### src/rtl/dacif_pkg.sv
package dacif_pkg;
  typedef enum logic {
    CH_RIGHT = 1'b0,
    CH_LEFT  = 1'b1
  } chan_e;
  localparam int unsigned NUM_CH = 2;
endpackage

### src/rtl/dacif_rst_sync.sv
module dacif_rst_sync (
  input  logic clk,
  input  logic arst_n,
  output logic rst_n_o
);
  logic [1:0] stage_q;
  logic [1:0] stage_d;

  always_comb begin
    stage_d = {stage_q[0], 1'b1};
  end

  always_ff @(posedge clk or negedge arst_n) begin
    if (!arst_n) stage_q <= 2'b00;
    else         stage_q <= stage_d;
  end

  assign rst_n_o = stage_q[1];
endmodule

### src/rtl/dacif_sipo.sv
module dacif_sipo #(
  parameter int unsigned W = 16
) (
  input  logic         clk,
  input  logic         rst_n,
  input  logic         din,
  output logic [W-1:0] q
);
  logic [W-1:0] sreg_q;
  logic [W-1:0] sreg_d;

  always_comb begin
    sreg_d = {sreg_q[W-2:0], din};
  end

  always_ff @(posedge clk or negedge rst_n) begin
    if (!rst_n) sreg_q <= '0;
    else        sreg_q <= sreg_d;
  end

  assign q = sreg_q;
endmodule

### src/rtl/dacif_slot_ctr.sv
module dacif_slot_ctr #(
  parameter int unsigned SLOT_BITS = 24
) (
  input  logic clk,
  input  logic rst_n,
  output logic pend_o
);
  localparam int unsigned CW = (SLOT_BITS > 1) ? $clog2(SLOT_BITS) : 1;
  localparam logic [CW-1:0] LAST = CW'(SLOT_BITS - 1);

  logic [CW-1:0] cnt_q, cnt_d;
  logic          pend_q, pend_d;

  always_comb begin
    pend_d = (cnt_q == LAST);
    cnt_d  = pend_d ? '0 : cnt_q + 1'b1;
  end

  always_ff @(posedge clk or negedge rst_n) begin
    if (!rst_n) begin
      cnt_q  <= '0;
      pend_q <= 1'b0;
    end else begin
      cnt_q  <= cnt_d;
      pend_q <= pend_d;
    end
  end

  assign pend_o = pend_q;

  assert_cnt_range_R9: assert property (@(posedge clk) disable iff (!rst_n)
    cnt_q <= LAST);
  assert_pend_single_R4: assert property (@(posedge clk) disable iff (!rst_n)
    pend_q |=> !pend_q);
endmodule

### src/rtl/dacif_chan_reg.sv
module dacif_chan_reg #(
  parameter int unsigned W  = 16,
  parameter logic        CH = 1'b0
) (
  input  logic         clk,
  input  logic         rst_n,
  input  logic         xfer,
  input  logic         sel,
  input  logic [W-1:0] d,
  output logic [W-1:0] q,
  output logic         upd
);
  logic         wr_en;
  logic [W-1:0] q_q, q_d;
  logic         upd_q, upd_d;

  always_comb begin
    wr_en = xfer && (sel == CH);
    q_d   = wr_en ? d : q_q;
    upd_d = wr_en;
  end

  always_ff @(posedge clk or negedge rst_n) begin
    if (!rst_n) begin
      q_q   <= '0;
      upd_q <= 1'b0;
    end else begin
      q_q   <= q_d;
      upd_q <= upd_d;
    end
  end

  assign q   = q_q;
  assign upd = upd_q;

  assert_hold_unwritten_R6: assert property (@(posedge clk) disable iff (!rst_n)
    !upd_q |-> $stable(q_q));
  assert_strobe_pulse_R7: assert property (@(posedge clk) disable iff (!rst_n)
    upd_q |=> !upd_q);
endmodule

### src/rtl/dacif_serial_rx.sv
module dacif_serial_rx #(
  parameter int unsigned SAMPLE_W  = 16,
  parameter int unsigned SLOT_BITS = 24
) (
  input  logic                bit_clk,
  input  logic                arst_n,
  input  logic                ser_data,
  input  logic                word_clk,
  input  logic                chan_sel,
  output logic [SAMPLE_W-1:0] left_sample,
  output logic [SAMPLE_W-1:0] right_sample,
  output logic                left_strobe,
  output logic                right_strobe,
  output logic                integ_en
);
  import dacif_pkg::*;

  logic                rst_s_n;
  logic [SAMPLE_W-1:0] shift_word;
  logic                pend;
  logic [SAMPLE_W-1:0] samp [NUM_CH];
  logic [NUM_CH-1:0]   strb;
  logic                integ_q, integ_d;

  dacif_rst_sync u_rst (
    .clk     (bit_clk),
    .arst_n  (arst_n),
    .rst_n_o (rst_s_n)
  );

  dacif_sipo #(.W(SAMPLE_W)) u_sipo (
    .clk   (bit_clk),
    .rst_n (rst_s_n),
    .din   (ser_data),
    .q     (shift_word)
  );

  dacif_slot_ctr #(.SLOT_BITS(SLOT_BITS)) u_slot (
    .clk    (bit_clk),
    .rst_n  (rst_s_n),
    .pend_o (pend)
  );

  for (genvar c = 0; c < NUM_CH; c++) begin : g_ch
    dacif_chan_reg #(.W(SAMPLE_W), .CH(1'(c))) u_reg (
      .clk   (bit_clk),
      .rst_n (rst_s_n),
      .xfer  (pend),
      .sel   (chan_sel),
      .d     (shift_word),
      .q     (samp[c]),
      .upd   (strb[c])
    );
  end

  always_comb begin
    integ_d = word_clk;
  end

  always_ff @(posedge bit_clk or negedge rst_s_n) begin
    if (!rst_s_n) integ_q <= 1'b0;
    else          integ_q <= integ_d;
  end

  assign left_sample  = samp[CH_LEFT];
  assign right_sample = samp[CH_RIGHT];
  assign left_strobe  = strb[CH_LEFT];
  assign right_strobe = strb[CH_RIGHT];
  assign integ_en     = integ_q;

  assert_strobe_onehot_R7: assert property (@(posedge bit_clk) disable iff (!rst_s_n)
    $onehot0(strb));
  assert_copy_after_last_R4: assert property (@(posedge bit_clk) disable iff (!rst_s_n)
    (|strb) |-> $past(pend));
endmodule

### config.mk
export PLATFORM = sky130hd
export DESIGN_NAME = dacif_serial_rx
export DESIGN_NICKNAME = d
export VERILOG_FILES = /design/src/rtl/dacif_pkg.sv /design/src/rtl/dacif_rst_sync.sv /design/src/rtl/dacif_sipo.sv /design/src/rtl/dacif_slot_ctr.sv /design/src/rtl/dacif_chan_reg.sv /design/src/rtl/dacif_serial_rx.sv
export SDC_FILE = /design/constraint.sdc
export NUM_CORES = 1
export LEC_CHECK = 0
export BUFFER_PORTS_ARGS = -buffer_cell sky130_fd_sc_hd__clkbuf_2
export CAP_MARGIN = 20
export CORE_ASPECT_RATIO = 1.4
export CORE_MARGIN = 2
export CORE_UTILIZATION = 53
export CTS_BUF_LIST = sky130_fd_sc_hd__clkbuf_16
export DETAILED_ROUTE_END_ITERATION = 6
export PLACE_DENSITY = 0.77
export SLEW_MARGIN = 20
export SYNTH_ARGS = -nofsm -noshare
export SYNTH_HDL_FRONTEND = slang
export SYNTH_SLANG_ARGS = --single-unit
export TNS_END_PERCENT = 30
### constraint.sdc
create_clock -name bit_clk -period 5 [get_ports bit_clk]
set_clock_uncertainty 0.15 [all_clocks]
set_input_delay 0 -clock bit_clk [delete_from_list [all_inputs] [get_ports bit_clk]]
set_output_delay 0 -clock bit_clk [all_outputs]
set_load 0.01 [all_outputs]
After elaboration in Yosys (flattened, before gate mapping) --
Cells that the tools add are included.
Operators by class: $add $sub $neg 1, equal/unequal tests 1, mux-type cells 1, bitwise logic cells 1, reduce and logical (&&, ||, !) cells 2
Operator list (count):
- $add A5 B1 Y5 const B | 1
- $eq A5 B5 Y1 const B | 1
- $mux W5 | 1
- $logic_and A1 B1 Y1 | 2
- $not A1 Y1 | 1
Storage, ports and cells: flip-flop bits (word level) 59, bits of input ports 5, output and inout port bits 35, word-level logic and storage cells 15

Logic depth before layout (Yosys ltp) --
Gate-level depths: netlist of run 1.
word-level depth 2, depth in mapped cells 4, mapped depth without buffers 3

Modules after synthesis --
From an unflattened synthesis of run 1, not the netlist that was laid out.
Second synthesis, totals: cell total of the unflattened synthesis 108, area, all modules 2079.5 um^2
Modules (own cells, without submodules):
- dacif_chan_reg (g_ch[0].u_reg) | times used 1, cells each 36, area each 684.4 um^2, sequential area each 425.4 um^2
- dacif_chan_reg (g_ch[1].u_reg) | times used 1, cells each 36, area each 674.4 um^2, sequential area each 425.4 um^2
- dacif_sipo | times used 1, cells each 16, area each 400.4 um^2, sequential area each 400.4 um^2
- dacif_slot_ctr | times used 1, cells each 16, area each 241.5 um^2, sequential area each 150.1 um^2
- dacif_rst_sync | times used 1, cells each 3, area each 53.8 um^2, sequential area each 50.0 um^2
- dacif_serial_rx | times used 1, cells each 1, area each 25.0 um^2, sequential area each 25.0 um^2

Worst setup path before layout of run 1 --
Ideal clock, no wire load.
path kind flip-flop to flip-flop, start register u_slot.pend_q, in the netlist u_slot.pend_o, end register g_ch[0].u_reg.q_q[10], setup time 0.125 ns, data arrival time 1.044 ns, required time 4.725 ns, slack 3.681 ns, cell stages (with the launch flop) 5, buffers on the path 2, clock period less this slack 1.319 ns, cell sequence dfrtp_1 -> nor2b_4 -> buf_6 -> buf_6 -> mux2_2
On the way: word-level cells in the longest chain between the ends 1
Ends and longest elaborated chain:
- start: declaration | line dacif_slot_ctr.sv:12 | logic pend_q, pend_d;
- start signal: assignment | line dacif_slot_ctr.sv:25 | pend_q <= pend_d;
- $logic_and A1 B1 Y1 | line dacif_chan_reg.sv:18 | wr_en = xfer && (sel == CH);
- net g_ch[0].u_reg.upd_d | line dacif_chan_reg.sv:15 | logic upd_q, upd_d;
- end signal: assignment | line dacif_chan_reg.sv:28 | q_q <= q_d;
- end: declaration | line dacif_chan_reg.sv:14 | logic [W-1:0] q_q, q_d;
The timed path passes the listed nets, and every way through them passes these cells. A chain may end at the register's enable or synchronous reset.

Final worst setup path of run 1 --
start register u_slot.pend_q, in the netlist u_slot.pend_o, end register g_ch[0].u_reg.q_q[9]
On the way: word-level cells in the longest chain between the ends 1
Ends and longest elaborated chain (line):
- $logic_and A1 B1 Y1 | dacif_chan_reg.sv:18
Every way passes these cells.

==> results.md, run 1 <==
| Quantity | Value |
|:---|:---|
| Peak fanout along the critical path | 17 |
| Starting utilization of the core area | 0.547 |
| Antenna violations before repair | 0 |
| Final core occ | 0.691 |
| Via count of the first global-routing pass | 1117 |
| Num Clock Sinks | 59 |
| Net count, final | 166 |
| Min-Delay Startpoint | ser_data |
| CTS buffer count | 9 |
| VDD IR max | 0.327 mV |
| Fmax achieved | 681 MHz |
| Antenna diode count | 0 |
| Critical setup path kind | register to register |
| Synth Register Bits | 59 |
| Hold path endpoint | u_sipo.q[0]$_DFF_PN0_ |
| Setup Buffers After CTS | 0 |
| Congestion Overflow GR | 0 |
| Slew of the pin with the lowest slew margin | 693 ps |
| Clock share of power | 0.468 |
| Startpoint types | register |
| Dominant cells by area after synthesis | dfrtp_1 75%, mux2_2 19%, buf_6 1.7% |
| Buf/Inv on CP | 0 |
| Violation count after the first detailed-route iteration | 26 |
| Critical Path Max Stage Delay | 450 ps |
| CORE AREA | 3610 sq um |
| Post-Syn Instances | 108 |
| RSZ-0062 raised after global routing | no |
| Share of post-route cells with drive strength above 1 | 0.521 |
| Net Count, Synth | 114 |
| Vias per Instance | 5.04 |
| Synth area leader | dfrtp_1 |
| Post-synth EDFFs | 0 |
| Combinational share of power | 0.051 |
| X dimension of the die | 55.6 um |
| I/O Buffers | 39 |
| Distinct cell type count after synthesis | 15 |
| Most numerous cell types in the synthesized netlist | 59 x dfrtp_1, 34 x mux2_2, 3 x buf_6 |
| Area fraction of the dominant cell type after synthesis | 0.747 |
| Final Slew Violations | 0 |
| Wire length per cell after detailed routing | 14.8 um |
| ANT nets after route | 0 |
| Sequential fraction of the synthesis area | 0.747 |
| Placer congestion estimate | 0.711 |
| Share of power burned in registers | 0.482 |
| Count of warnings emitted by yosys | 0 |
| Clock tree root buffer cell | clkbuf_16 |
| Type of the worst min-delay path | primary input to register |
| Overall track demand over capacity in global routing | 0.173 |
| Most common flop cell mapped by yosys | dfrtp_1 |
| Placed Instance Area | 2190 sq um |
| Fin crit period | 1470 ps |
| Syn Std Cell Area | 1980 sq um |
| Number of cells on the worst reg-to-reg path | 2 |
| Die outline height | 76.2 um |
| Aggregate routed wire length | 3070 um |
| Clock insertion delay at the later pin of the skew report | 310 ps |
| Max clock buf depth | 2 |
| First-pass GRT wire length | 5470 um |
| Mean cell area of the mapped netlist | 18.3 sq um |
| Leakage | 1.28 nW |
| Required time at the endpoint of the critical path | 5040 ps |
| Relative slew margins | 0.538 |
| Clock tree from TritonCTS | built |
| Via total after detailed routing | 1043 |
| Hold violation count in the final report | 0 |
| Post-route cell area | 2500 sq um |
| Final setup violation count | 0 |
| Result of the run | finished clean |
| Maximum level of the CTS H-tree | 3 |
| Hpwl dp | 1910 um |
| Switching part of the total | 0.211 |
| Largest net degree at the start of global routing | 58 |
| Worst hold path cell count | 2 |
| Arrival time of data at the critical path endpoint | 1510 ps |
| Die Footprint | 4240 sq um |
| Crit Reg-Reg Startpoint | u_slot.pend_o$_DFF_PN0_ |
| Area delta synth->final | 26.3% |
| Most frequent cell after synthesis | dfrtp_1 |
| Async SR Flop Fraction | 1.00 |
| Max-Cap Viols | 0 |
| Length of the first detailed-routing pass in iterations | 2 |
| Period Utilization, post-route | 0.294 |
| CP delay by family, top | simple AND/OR/NAND/NOR gates |
| NetSw | 0.000228 W |
| Internal power of the cells | 0.000854 W |
| Worst R2R End | g_ch[0].u_reg.q[9]$_DFFE_PN0P_ |
| Reg-to-reg setup timing slack | 3530 ps |
| Chain of cells forming the critical path | nor2b_4, mux2_2 |
| Boundary pin count | 40 |
| Number of rows in the core area | 26 |
| Power density of the placed cells | 433 nW/um^2 |
| Post-route DRC violation count | 0 |
| Setup TNS after final layout | 0 ps |
| Critical Path End Type | register |
| Clock edge transition at the registers on the reported setup and hold paths | 50 ps |
| Master of the slowest instance on the critical path | nor2b_4 |
-- power by group through the flow --
stage / Sequential, W / Combinational, W / Clock [W]
after floorplan: 0.000531 / 0.0000283 / 0
after global placement: 0.000528 / 0.0000508 / 0
after detailed placement: 0.000529 / 0.0000525 / 0
after CTS: 0.000522 / 0.0000563 / 0.000517
after global routing: 0.000526 / 0.0000594 / 0.000544
final: 0.000521 / 0.0000549 / 0.000506
-- layer usage --
layer | global-route usage | vias to the layer above | wire length, um
met1 | 0.223 | 520 | 1260
li1 | - | 478 | -
met2 | 0.249 | 36 | 1540
met5 | 0 | - | 0
met4 | 0.102 | 0 | 80
met3 | 0.0662 | 9 | 189
-- worst register-to-register path, delay by kind of cell (launching register included) --
family | cells | cell delay [ps]
simple gates | 1 | 450
flops | 1 | 350
mux | 1 | 400
-- cell type report --
class / count / area, sq um
sequential: 59 / 1480
fill: 240 / 1110
multi-input combinational: 45 / 462
timing repair buffer: 44 / 245
clock buffer: 9 / 225
tap: 42 / 52.6
clock inverter: 7 / 27.5
inverter: 1 / 3.75
-- per-stage QoR --
stage / hold WS, ps / power, W / std cells / worst slack (ps)
final: 188 / 0.00108 / 207 / 3530
after global routing: 189 / 0.00113 / 207 / 3460
after CTS: 183 / 0.00110 / 207 / 3510
after detailed placement: -359 / 0.000582 / 186 / 3530
after global placement: -365 / 0.000578 / 186 / 3570
after floorplan: -446 / 0.000559 / 108 / 3090
-- how the worst max path moves through the flow --
stage                                from                         endpoint  slack [ps]  depth (start not counted)
2_1_floorplan  u_rst.stage_q[1]$_DFF_PN0_   g_ch[0].u_reg.q[0]$_DFFE_PN0P_        3090                          0
3_3_place_gp   u_rst.stage_q[1]$_DFF_PN0_   g_ch[1].u_reg.q[5]$_DFFE_PN0P_        3570                          0
3_5_place_dp      u_slot.pend_o$_DFF_PN0_   g_ch[0].u_reg.q[5]$_DFFE_PN0P_        3530                          2
4_1_cts           u_slot.pend_o$_DFF_PN0_   g_ch[0].u_reg.q[9]$_DFFE_PN0P_        3510                          2
5_1_grt           u_slot.pend_o$_DFF_PN0_  g_ch[0].u_reg.q[10]$_DFFE_PN0P_        3460                          2
6_report          u_slot.pend_o$_DFF_PN0_   g_ch[0].u_reg.q[9]$_DFFE_PN0P_        3530                          2
-- sequential cells by signal (all words and copies together) (netlist names) --
name and cells:
g_ch.u_reg.q 32, g_ch.u_reg.upd 2, integ_en 1, u_rst.stage_q 2, u_sipo.q 16, u_slot.cnt_q 5
u_slot.pend_o 1
-- repair_timing --
action | CTS | global route
endpoints found under the hold margin | 5 | 0
gates resized for setup | 0 | 0
hold buffers | 5 | 0
-- placed cells by master (no fill, tap or decap), types with 3 or more instances in the layout --
master         count
dfrtp_1           58
clkinv_1           4
dlygate4sd3_1      5
clkbuf_16          9
mux2_2            34
clkbuf_2          39
inv_1              3
-- cell families (layout without fill, tap and decap cells) --
kind of cell / after synthesis / after routing / synth area share
buf+inv: 4 / 61 / 0.0190
simple gates: 7 / 7 / 0.0247
fa+ha+maj: 1 / 1 / 0.00633
xor+xnor: 1 / 1 / 0.00443
flops: 59 / 59 / 0.747
other cells: 1 / 1 / 0.00190
compound gates: 1 / 1 / 0.00253
mux: 34 / 34 / 0.194
No activity file was read; power rests on OpenSTA's default activity.
==> run 2, diff against run 1 <==
Settings changed: CORE_UTILIZATION 53 to 47, PLACE_DENSITY 0.77 to 0.73.
Clock period 5 ns to 1.2 ns, I/O delays scaled along.
==> run 2 against run 1 <==
  * The run now ends with design-rule violations, negative hold slack, negative setup slack left
  * Clock power grew to 4.6 times the previous value
  * Combinational power grew to 6.1 times the previous value
  * First-iteration DRC count grew 69%
  * Hold slack lost 270 ps
  * Register-to-register slack lost 3700 ps
  * Maximum frequency grew 10%
==> results.md, run 2 (synthesis gave the netlist of run 1 again) <==
| Quantity | Value | vs previous |
|:---|:---|:---|
| Hpwl dp | 2100 um | +9.9% |
| Setup Buffers After CTS | 0 | unchanged |
| Clock edge transition at the registers on the reported setup and hold paths | 50 ps | about the same |
| ANT nets after route | 0 | unchanged |
| Final setup violation count | 35 | +35 |
| Aggregate routed wire length | 3580 um | +17% |
| Worst hold path cell count | 3 | +1 |
| Max clock buf depth | 2 | unchanged |
| Overall track demand over capacity in global routing | 0.181 | +0.00816 |
| Antenna violations before repair | 0 | unchanged |
| Share of post-route cells with drive strength above 1 | 0.559 | +0.0376 |
| Placer congestion estimate | 0.661 | -7.1% |
| Clock insertion delay at the later pin of the skew report | 320 ps | about the same |
| Violation count after the first detailed-route iteration | 44 | +69% |
| X dimension of the die | 58.8 um | +5.7% |
| Antenna diode count | 0 | unchanged |
| Register cell area after layout | 1480 sq um | -0.17% |
| CTS buffer count | 9 | unchanged |
| First-pass GRT wire length | 6060 um | +11% |
| Leakage | 1.42 nW | +11% |
| Maximum level of the CTS H-tree | 3 | unchanged |
| Area delta synth->final | 36.9% |  |
| Via total after detailed routing | 1103 | +5.8% |
| Commonest cells after routing, fill and taps aside | 58 x dfrtp_1, 39 x clkbuf_2, 23 x mux2_4, 11 x mux2_2, 9 x clkbuf_16 |  |
| Via count of the first global-routing pass | 1199 | +7.3% |
| Die Footprint | 4750 sq um | +12% |
| Multi-input gate area in the final layout | 567 sq um | +23% |
| CORE AREA | 3990 sq um | +10% |
| Max-Cap Viols | 0 | unchanged |
| Share of power burned in registers | 0.446 | -0.036 |
| Hold violation count in the final report | 1 | +1 |
| Flip-flop count of the largest register, all copies and words added | 32 | unchanged |
| Non-filler cells, final | 213 | +2.9% |
| VDD IR max | 0.969 mV | +200% |
| Required time at the endpoint of the critical path | 1250 ps | -3790 ps |
| Startpoint types | register |  |
| Pre-CTS setup slack | -117 ps | -3650 ps |
| Peak fanout along the critical path | 13 | -4 |
| Number of rows in the core area | 27 | +3.8% |
| Largest net degree at the start of global routing | 58 | unchanged |
| Result of the run | finished, violations left |  |
| Setup TNS after final layout | -2510 ps | -2510 ps |
| Starting utilization of the core area | 0.496 | -0.0515 |
| Post-route DRC violation count | 4 | +4 |
| NetSw | 0.000987 W | +330% |
| Period Utilization, post-route | 1.11 | +0.817 |
| Num Clock Sinks | 59 | unchanged |
| Post-route worst hold slack | -78.7 ps | -266 ps |
| Wire length per cell after detailed routing | 16.8 um | +13% |
| Clock share of power | 0.485 | +0.017 |
| Die outline height | 80.7 um | +5.9% |
| Internal power of the cells | 0.00383 W | +350% |
| Hold buffer count at CTS | 4 | -1 |
| Vias per Instance | 5.18 | +2.8% |
| Clock tree root buffer cell | clkbuf_16 |  |
| Fin crit period | 1330 ps | -136 ps |
| Net count, final | 171 | +3.0% |
| I/O Buffers | 39 | unchanged |
| Filler cell count | 274 | +14% |
| Final Slew Violations | 0 | unchanged |
| Critical Path End Type | register |  |
| Switching part of the total | 0.205 | -0.00578 |
| Combinational share of power | 0.070 | +0.019 |
| Number of cells on the worst reg-to-reg path | 3 | +1 |
| Arrival time of data at the critical path endpoint | 1380 ps | -130 ps |
| Most frequent standard cell in the layout excluding fill and tap cells | dfrtp_1 |  |
| Fmax achieved | 750 MHz | +10% |
| Length of the first detailed-routing pass in iterations | 6 | +4 |
| Boundary pin count | 40 | unchanged |
| Power density of the placed cells | 1780 nW/um^2 | +310% |
| Minimum setup slack in the final design | -133 ps | -3660 ps |
| Clock tree from TritonCTS | built |  |
| Failing checks | design-rule violations, negative hold slack, negative setup slack |  |
| # placed instances | 193 | +3.8% |
| Critical setup path kind | register to register |  |
| RSZ-0062 raised after global routing | yes |  |
| Type of the worst min-delay path | primary input to register |  |
| Congestion Overflow GR | 0 | unchanged |
## run 2: changes by cell type in the layout (fill, tap and decap cells not counted), moves of 2 or more
cell / delta
buf_6: +2
mux2_4: +23
mux2_2: -23
buf_12: +3
## run 2: timing repair
item / CTS / global route
endpoints found under the setup margin: 36 / 36
gates cloned: 0 / 0
endpoints found under the hold margin: 5 / 1
pin swaps: 1 / 0
resized for setup: 26 / 3
## run 2: final cells by class
type / instances / area share
Sequential cell: 59 / 0.546
Timing Repair Buffer: 49 / 0.120
Clock buffer: 9 / 0.0833
Multi-Input combinational cell: 45 / 0.210
Clock inverter: 7 / 0.0194
Tap cell: 43 / 0.0199
Inverter: 1 / 0.00139
## run 2: routing by layer
metal | track usage | vias up | share of wire
li1 | - | 486 | -
met1 | 0.235 | 569 | 0.43
met4 | 0.116 | 0 | 0.029
met2 | 0.257 | 37 | 0.49
met3 | 0.0644 | 11 | 0.051
met5 | 0 | - | 0
## run 2: worst max-delay path, cell delays in order, from the launching register on
cell     delay [ps]
dfrtp_1         370
nor2b_4         190
buf_12          170
mux2_2          340
## run 2: power by group through the flow
stage                     sequential (W)  clock (W)  combinational (W)
final                            0.00215    0.00233           0.000335
after global routing             0.00216    0.00245           0.000367
after CTS                        0.00214    0.00237           0.000338
after detailed placement         0.00217          0           0.000284
after global placement           0.00216          0           0.000276
after floorplan                  0.00221          0           0.000118
## run 2: path summary, 6_finish.rpt
kind / startpoint / endpoint / slack [ps]
setup / recovery: u_slot.pend_o$_DFF_PN0_ / g_ch[0].u_reg.q[6]$_DFFE_PN0P_ / -130
hold / removal: chan_sel / g_ch[0].u_reg.upd$_DFF_PN0_ / -80
setup reg to reg: u_slot.pend_o$_DFF_PN0_ / g_ch[0].u_reg.q[6]$_DFFE_PN0P_ / -130
hold reg to reg: u_rst.stage_q[1]$_DFF_PN0_ / g_ch[0].u_reg.q[11]$_DFFE_PN0P_ / 110
max in group asynchronous: arst_n / u_rst.stage_q[1]$_DFF_PN0_ / 370
min in group asynchronous: u_rst.stage_q[1]$_DFF_PN0_ / g_ch[0].u_reg.q[11]$_DFFE_PN0P_ / 110
## run 2: metrics by stage
| step | hold slack, ps | cell area, sq um | total power [W] | util |
|---|---|---|---|---|
| after floorplan | -446 | 1980 | 0.00233 | - |
| after global placement | -364 | 2270 | 0.00244 | 0.571 |
| after detailed placement | -362 | 2270 | 0.00245 | 0.571 |
| after CTS | -93.9 | 2690 | 0.00485 | 0.675 |
| after global routing | -68.3 | 2710 | 0.00497 | 0.679 |
| final | -78.7 | 2710 | 0.00482 | 0.679 |
==> run 3, diff against run 2 <==
Settings changed: CORE_UTILIZATION 47 to 48, GPL_TIMING_DRIVEN set to 0, PLACE_DENSITY 0.73 to 0.74, SYNTH_HIERARCHICAL set to 1, TNS_END_PERCENT 30 to 5.
==> run 3 against run 2 <==
  * The flow finishes with violations (negative setup slack)
  * Combinational power grew 3%
  * Flip-flop and latch count is the same
  * Maximum frequency shrank 1.1%
  * Clock power is essentially flat
  * Synthesized cell count is the same
  * Register-to-register slack lost 20 ps
  * Critical path depth grew 1
  * Global-route usage shrank 0.27 points
  * Utilization shrank 0.27 points
  * Design area grew 5.0%
  * Largest cell class unchanged
==> results.md, run 3 <==
| Quantity | Value | vs previous |
|:---|:---|:---|
| Via count of the first global-routing pass | 1231 | +2.7% |
| Filler cell count | 291 | +6.2% |
| Pre-CTS setup slack | -229 ps | -112 ps |
| Clock insertion delay at the later pin of the skew report | 320 ps | about the same |
| Result of the run | finished, violations left |  |
| Placed Instance Area | 2330 sq um | +2.6% |
| Worst R2R End | g_ch[0].u_reg/q[4]$_DFFE_PN0P_ |  |
| Dominant cells by area after synthesis | dfrtp_1 71%, mux2_4 14%, mux2_2 7.6% |  |
| Type of the worst min-delay path | primary input to register |  |
| Final setup violation count | 33 | -5.7% |
| Hold violation count in the final report | 0 | -1 |
| Num Clock Sinks | 59 | unchanged |
| Wire length per cell after detailed routing | 17.6 um | +4.8% |
| Crit Reg-Reg Startpoint | u_slot/pend_o$_DFF_PN0_ |  |
| Violation count after the first detailed-route iteration | 44 | unchanged |
| Share of power burned in registers | 0.449 | +0.003 |
| Area delta synth->final | 36.6% |  |
| Largest net degree at the start of global routing | 58 | unchanged |
| First-pass GRT wire length | 6030 um | -0.46% |
| Post-Syn Instances | 108 | unchanged |
| Placer congestion estimate | 0.709 | +7.2% |
| Flip-flop count of the largest register, all copies and words added | 32 | unchanged |
| Final Slew Violations | 0 | unchanged |
| Hpwl dp | 2160 um | +2.8% |
| Clock tree root buffer cell | clkbuf_16 |  |
| Clock tree from TritonCTS | built |  |
| Mean cell area of the mapped netlist | 19.3 sq um | +5.3% |
| Congestion Overflow GR | 0 | unchanged |
| Via total after detailed routing | 1135 | +2.9% |
| Boundary pin count | 40 | unchanged |
| ANT nets after route | 0 | unchanged |
| Fmax achieved | 742 MHz | -1.1% |
| Period Utilization, post-route | 1.12 | +0.0128 |
| Power density of the placed cells | 1710 nW/um^2 | -4.1% |
| Combinational share of power | 0.071 | about the same |
| Clock edge transition at the registers on the reported setup and hold paths | 50 ps | about the same |
| Async SR Flop Fraction | 1.00 | unchanged |
| Most common flop cell mapped by yosys | dfrtp_1 |  |
| Required time at the endpoint of the critical path | 1250 ps | about the same |
| Die Footprint | 4880 sq um | +2.9% |
| I/O Buffers | 39 | unchanged |
| Number of rows in the core area | 28 | +3.7% |
| Synth Register Bits | 59 | unchanged |
| CP delay by family, top | flip-flops |  |
| VDD IR max | 1.05 mV | +8.4% |
| Synth area leader | dfrtp_1 |  |
| Critical Path Max Stage Delay | 370 ps | about the same |
| Most frequent standard cell in the layout excluding fill and tap cells | dfrtp_1 |  |
| Die outline height | 81.9 um | +1.4% |
| Critical setup path kind | register to register |  |
| Startpoint types | register |  |
| Master of the slowest instance on the critical path | dfrtp_1 |  |
| CTS buffer count | 9 | unchanged |
| Distinct cell type count after synthesis | 17 | +2 |
| Vias per Instance | 5.18 | about the same |
| Peak fanout along the critical path | 6 | -7 |
| Max-Cap Viols | 0 | unchanged |
| Chain of cells forming the critical path | nor2b_4, buf_8, buf_12, mux2_4 |  |
| Area fraction of the dominant cell type after synthesis | 0.710 | -0.0373 |
| Register cell area after layout | 1480 sq um | +0.25% |
| Critical Path End Type | register |  |
| Maximum level of the CTS H-tree | 3 | unchanged |
| Net Count, Synth | 114 | unchanged |
| Leakage | 1.48 nW | +4.1% |
| Critical Path Stages | 4 | +1 |
| Max clock buf depth | 2 | unchanged |
| Failing checks | negative setup slack |  |
| Antenna violations before repair | 0 | unchanged |
| Share of post-route cells with drive strength above 1 | 0.603 | +0.0446 |
| Switching part of the total | 0.204 | -0.000780 |
| Syn Std Cell Area | 2080 sq um | +5.3% |
| Overall track demand over capacity in global routing | 0.179 | -0.00269 |
| CORE AREA | 4200 sq um | +5.5% |
| Net count, final | 176 | +2.9% |
| Post-route worst hold slack | 30.4 ps | +109 ps |
| Final core occ | 0.676 | -0.00270 |
| Relative slew margins | 0.534 |  |
| Arrival time of data at the critical path endpoint | 1400 ps | +20 ps |
| Commonest cells after routing, fill and taps aside | 57 x dfrtp_1, 39 x clkbuf_2, 27 x mux2_4, 10 x clkbuf_16, 7 x mux2_2 |  |
| Internal power of the cells | 0.00386 W | +0.81% |
| Most numerous cell types in the synthesized netlist | 59 x dfrtp_1, 20 x mux2_4, 14 x mux2_2, 2 x buf_12 |  |
| Count of warnings emitted by yosys | 6 | +6 |
| X dimension of the die | 59.6 um | +1.4% |
| Buf/Inv on CP | 2 | +1 |
| Post-layout power | 0.00485 W | +0.71% |
| Minimum setup slack in the final design | -148 ps | -15.3 ps |
| Antenna diode count | 0 | unchanged |
| Length of the first detailed-routing pass in iterations | 4 | -2 |
| Multi-input gate area in the final layout | 616 sq um | +8.6% |
| Number of cells on the worst reg-to-reg path | 4 | +1 |
| Slew of the pin with the lowest slew margin | 699 ps |  |
| Post-route cell area | 2840 sq um | +5.0% |
| Fin crit period | 1350 ps | +15.3 ps |
| Sequential fraction of the synthesis area | 0.710 | -0.0373 |
| Critical path startpoint | u_slot/pend_o$_DFF_PN0_ |  |
| Post-route DRC violation count | 0 | -4 |
| Reg-to-reg setup timing slack | -150 ps | -20 ps |
| Starting utilization of the core area | 0.495 | -0.000963 |
| NetSw | 0.000990 W | +0.33% |
| RSZ-0062 raised after global routing | yes |  |
| Post-synth EDFFs | 0 | unchanged |
| Aggregate routed wire length | 3860 um | +7.8% |
| Critical path destination | g_ch[0].u_reg/q[4]$_DFFE_PN0P_ |  |
| Most frequent cell after synthesis | dfrtp_1 |  |
| Clock share of power | 0.479 | -0.006 |
## run 3: cell counts after synthesis
No cell type changed its count.
## run 3: routing by layer
| metal | track usage | vias up | wire, um |
|---|---|---|---|
| li1 | - | 498 | - |
| met1 | 0.198 | 587 | 1540 |
| met2 | 0.287 | 39 | 2020 |
| met3 | 0.0772 | 11 | 200 |
| met4 | 0.0956 | 0 | 99 |
| met5 | 0 | - | 0 |
## run 3: cell families (layout without fill, tap and decap cells)
| family | after synthesis | count (layout) | synth area share |
|---|---|---|---|
| other | 1 | 1 | 0.00180 |
| multiplexers | 34 | 34 | 0.220 |
| flip-flops | 59 | 59 | 0.710 |
| AND/OR/NAND/NOR | 7 | 8 | 0.0289 |
| XOR/XNOR | 1 | 1 | 0.00421 |
| adder cells (fa/ha/maj) | 1 | 1 | 0.00602 |
| buffers and inverters | 4 | 69 | 0.0265 |
| AO/OA/AOI/OAI | 1 | 1 | 0.00240 |
## run 3: worst min path at each step
stage	start	endpoint	slack (ps)	cells past startpoint
after detailed placement	arst_n	u_rst/stage_q[0]$_DFF_PN0_	-360	1
after global placement	arst_n	u_rst/stage_q[0]$_DFF_PN0_	-360	1
final	chan_sel	g_ch[1].u_reg/q[1]$_DFFE_PN0P_	30	3
after global routing	chan_sel	g_ch[1].u_reg/q[1]$_DFFE_PN0P_	40	3
after CTS	chan_sel	g_ch[1].u_reg/q[1]$_DFFE_PN0P_	-6	3
after floorplan	arst_n	u_rst/stage_q[0]$_DFF_PN0_	-450	0
## run 3: timing repair
action,CTS,global route
hold endpoints to repair,8,0
hold buffers,4,0
gates cloned,1,2
setup endpoints to repair,28,35
setup buffers,4,1
pin swaps,1,0
resized for setup,12,5
## run 3: layout make-up
cell class,instances,share of cell area
Buffer,3,0.0194
Clock buffer,9,0.0793
Clock inverter,6,0.0176
Inverter,1,0.00132
Multi-Input combinational cell,46,0.217
Sequential cell,59,0.521
Tap cell,45,0.0198
Timing Repair Buffer,50,0.125
## run 3: through the flow
step | std cells | TNS, ps
CTS | 216 | -3710
floorplan | 108 | -1770
global placement | 192 | -15310
finish | 219 | -3650
global route | 219 | -5100
detailed placement | 192 | -3860
## run 3: worst reg2reg max path: cells and delay by family (launching register included)
family | cells | cell delay [ps]
flops | 1 | 370
buf+inv | 2 | 290
mux | 1 | 290
simple gates | 1 | 130
## run 3: power groups by stage
stage | sequential, W | clock, W | combinational (W)
2_1_floorplan | 0.00221 | 0 | 0.000159
3_3_place_gp | 0.00220 | 0 | 0.000267
3_5_place_dp | 0.00221 | 0 | 0.000274
4_1_cts | 0.00218 | 0.00239 | 0.000331
5_1_grt | 0.00219 | 0.00248 | 0.000369
6_report | 0.00218 | 0.00232 | 0.000346
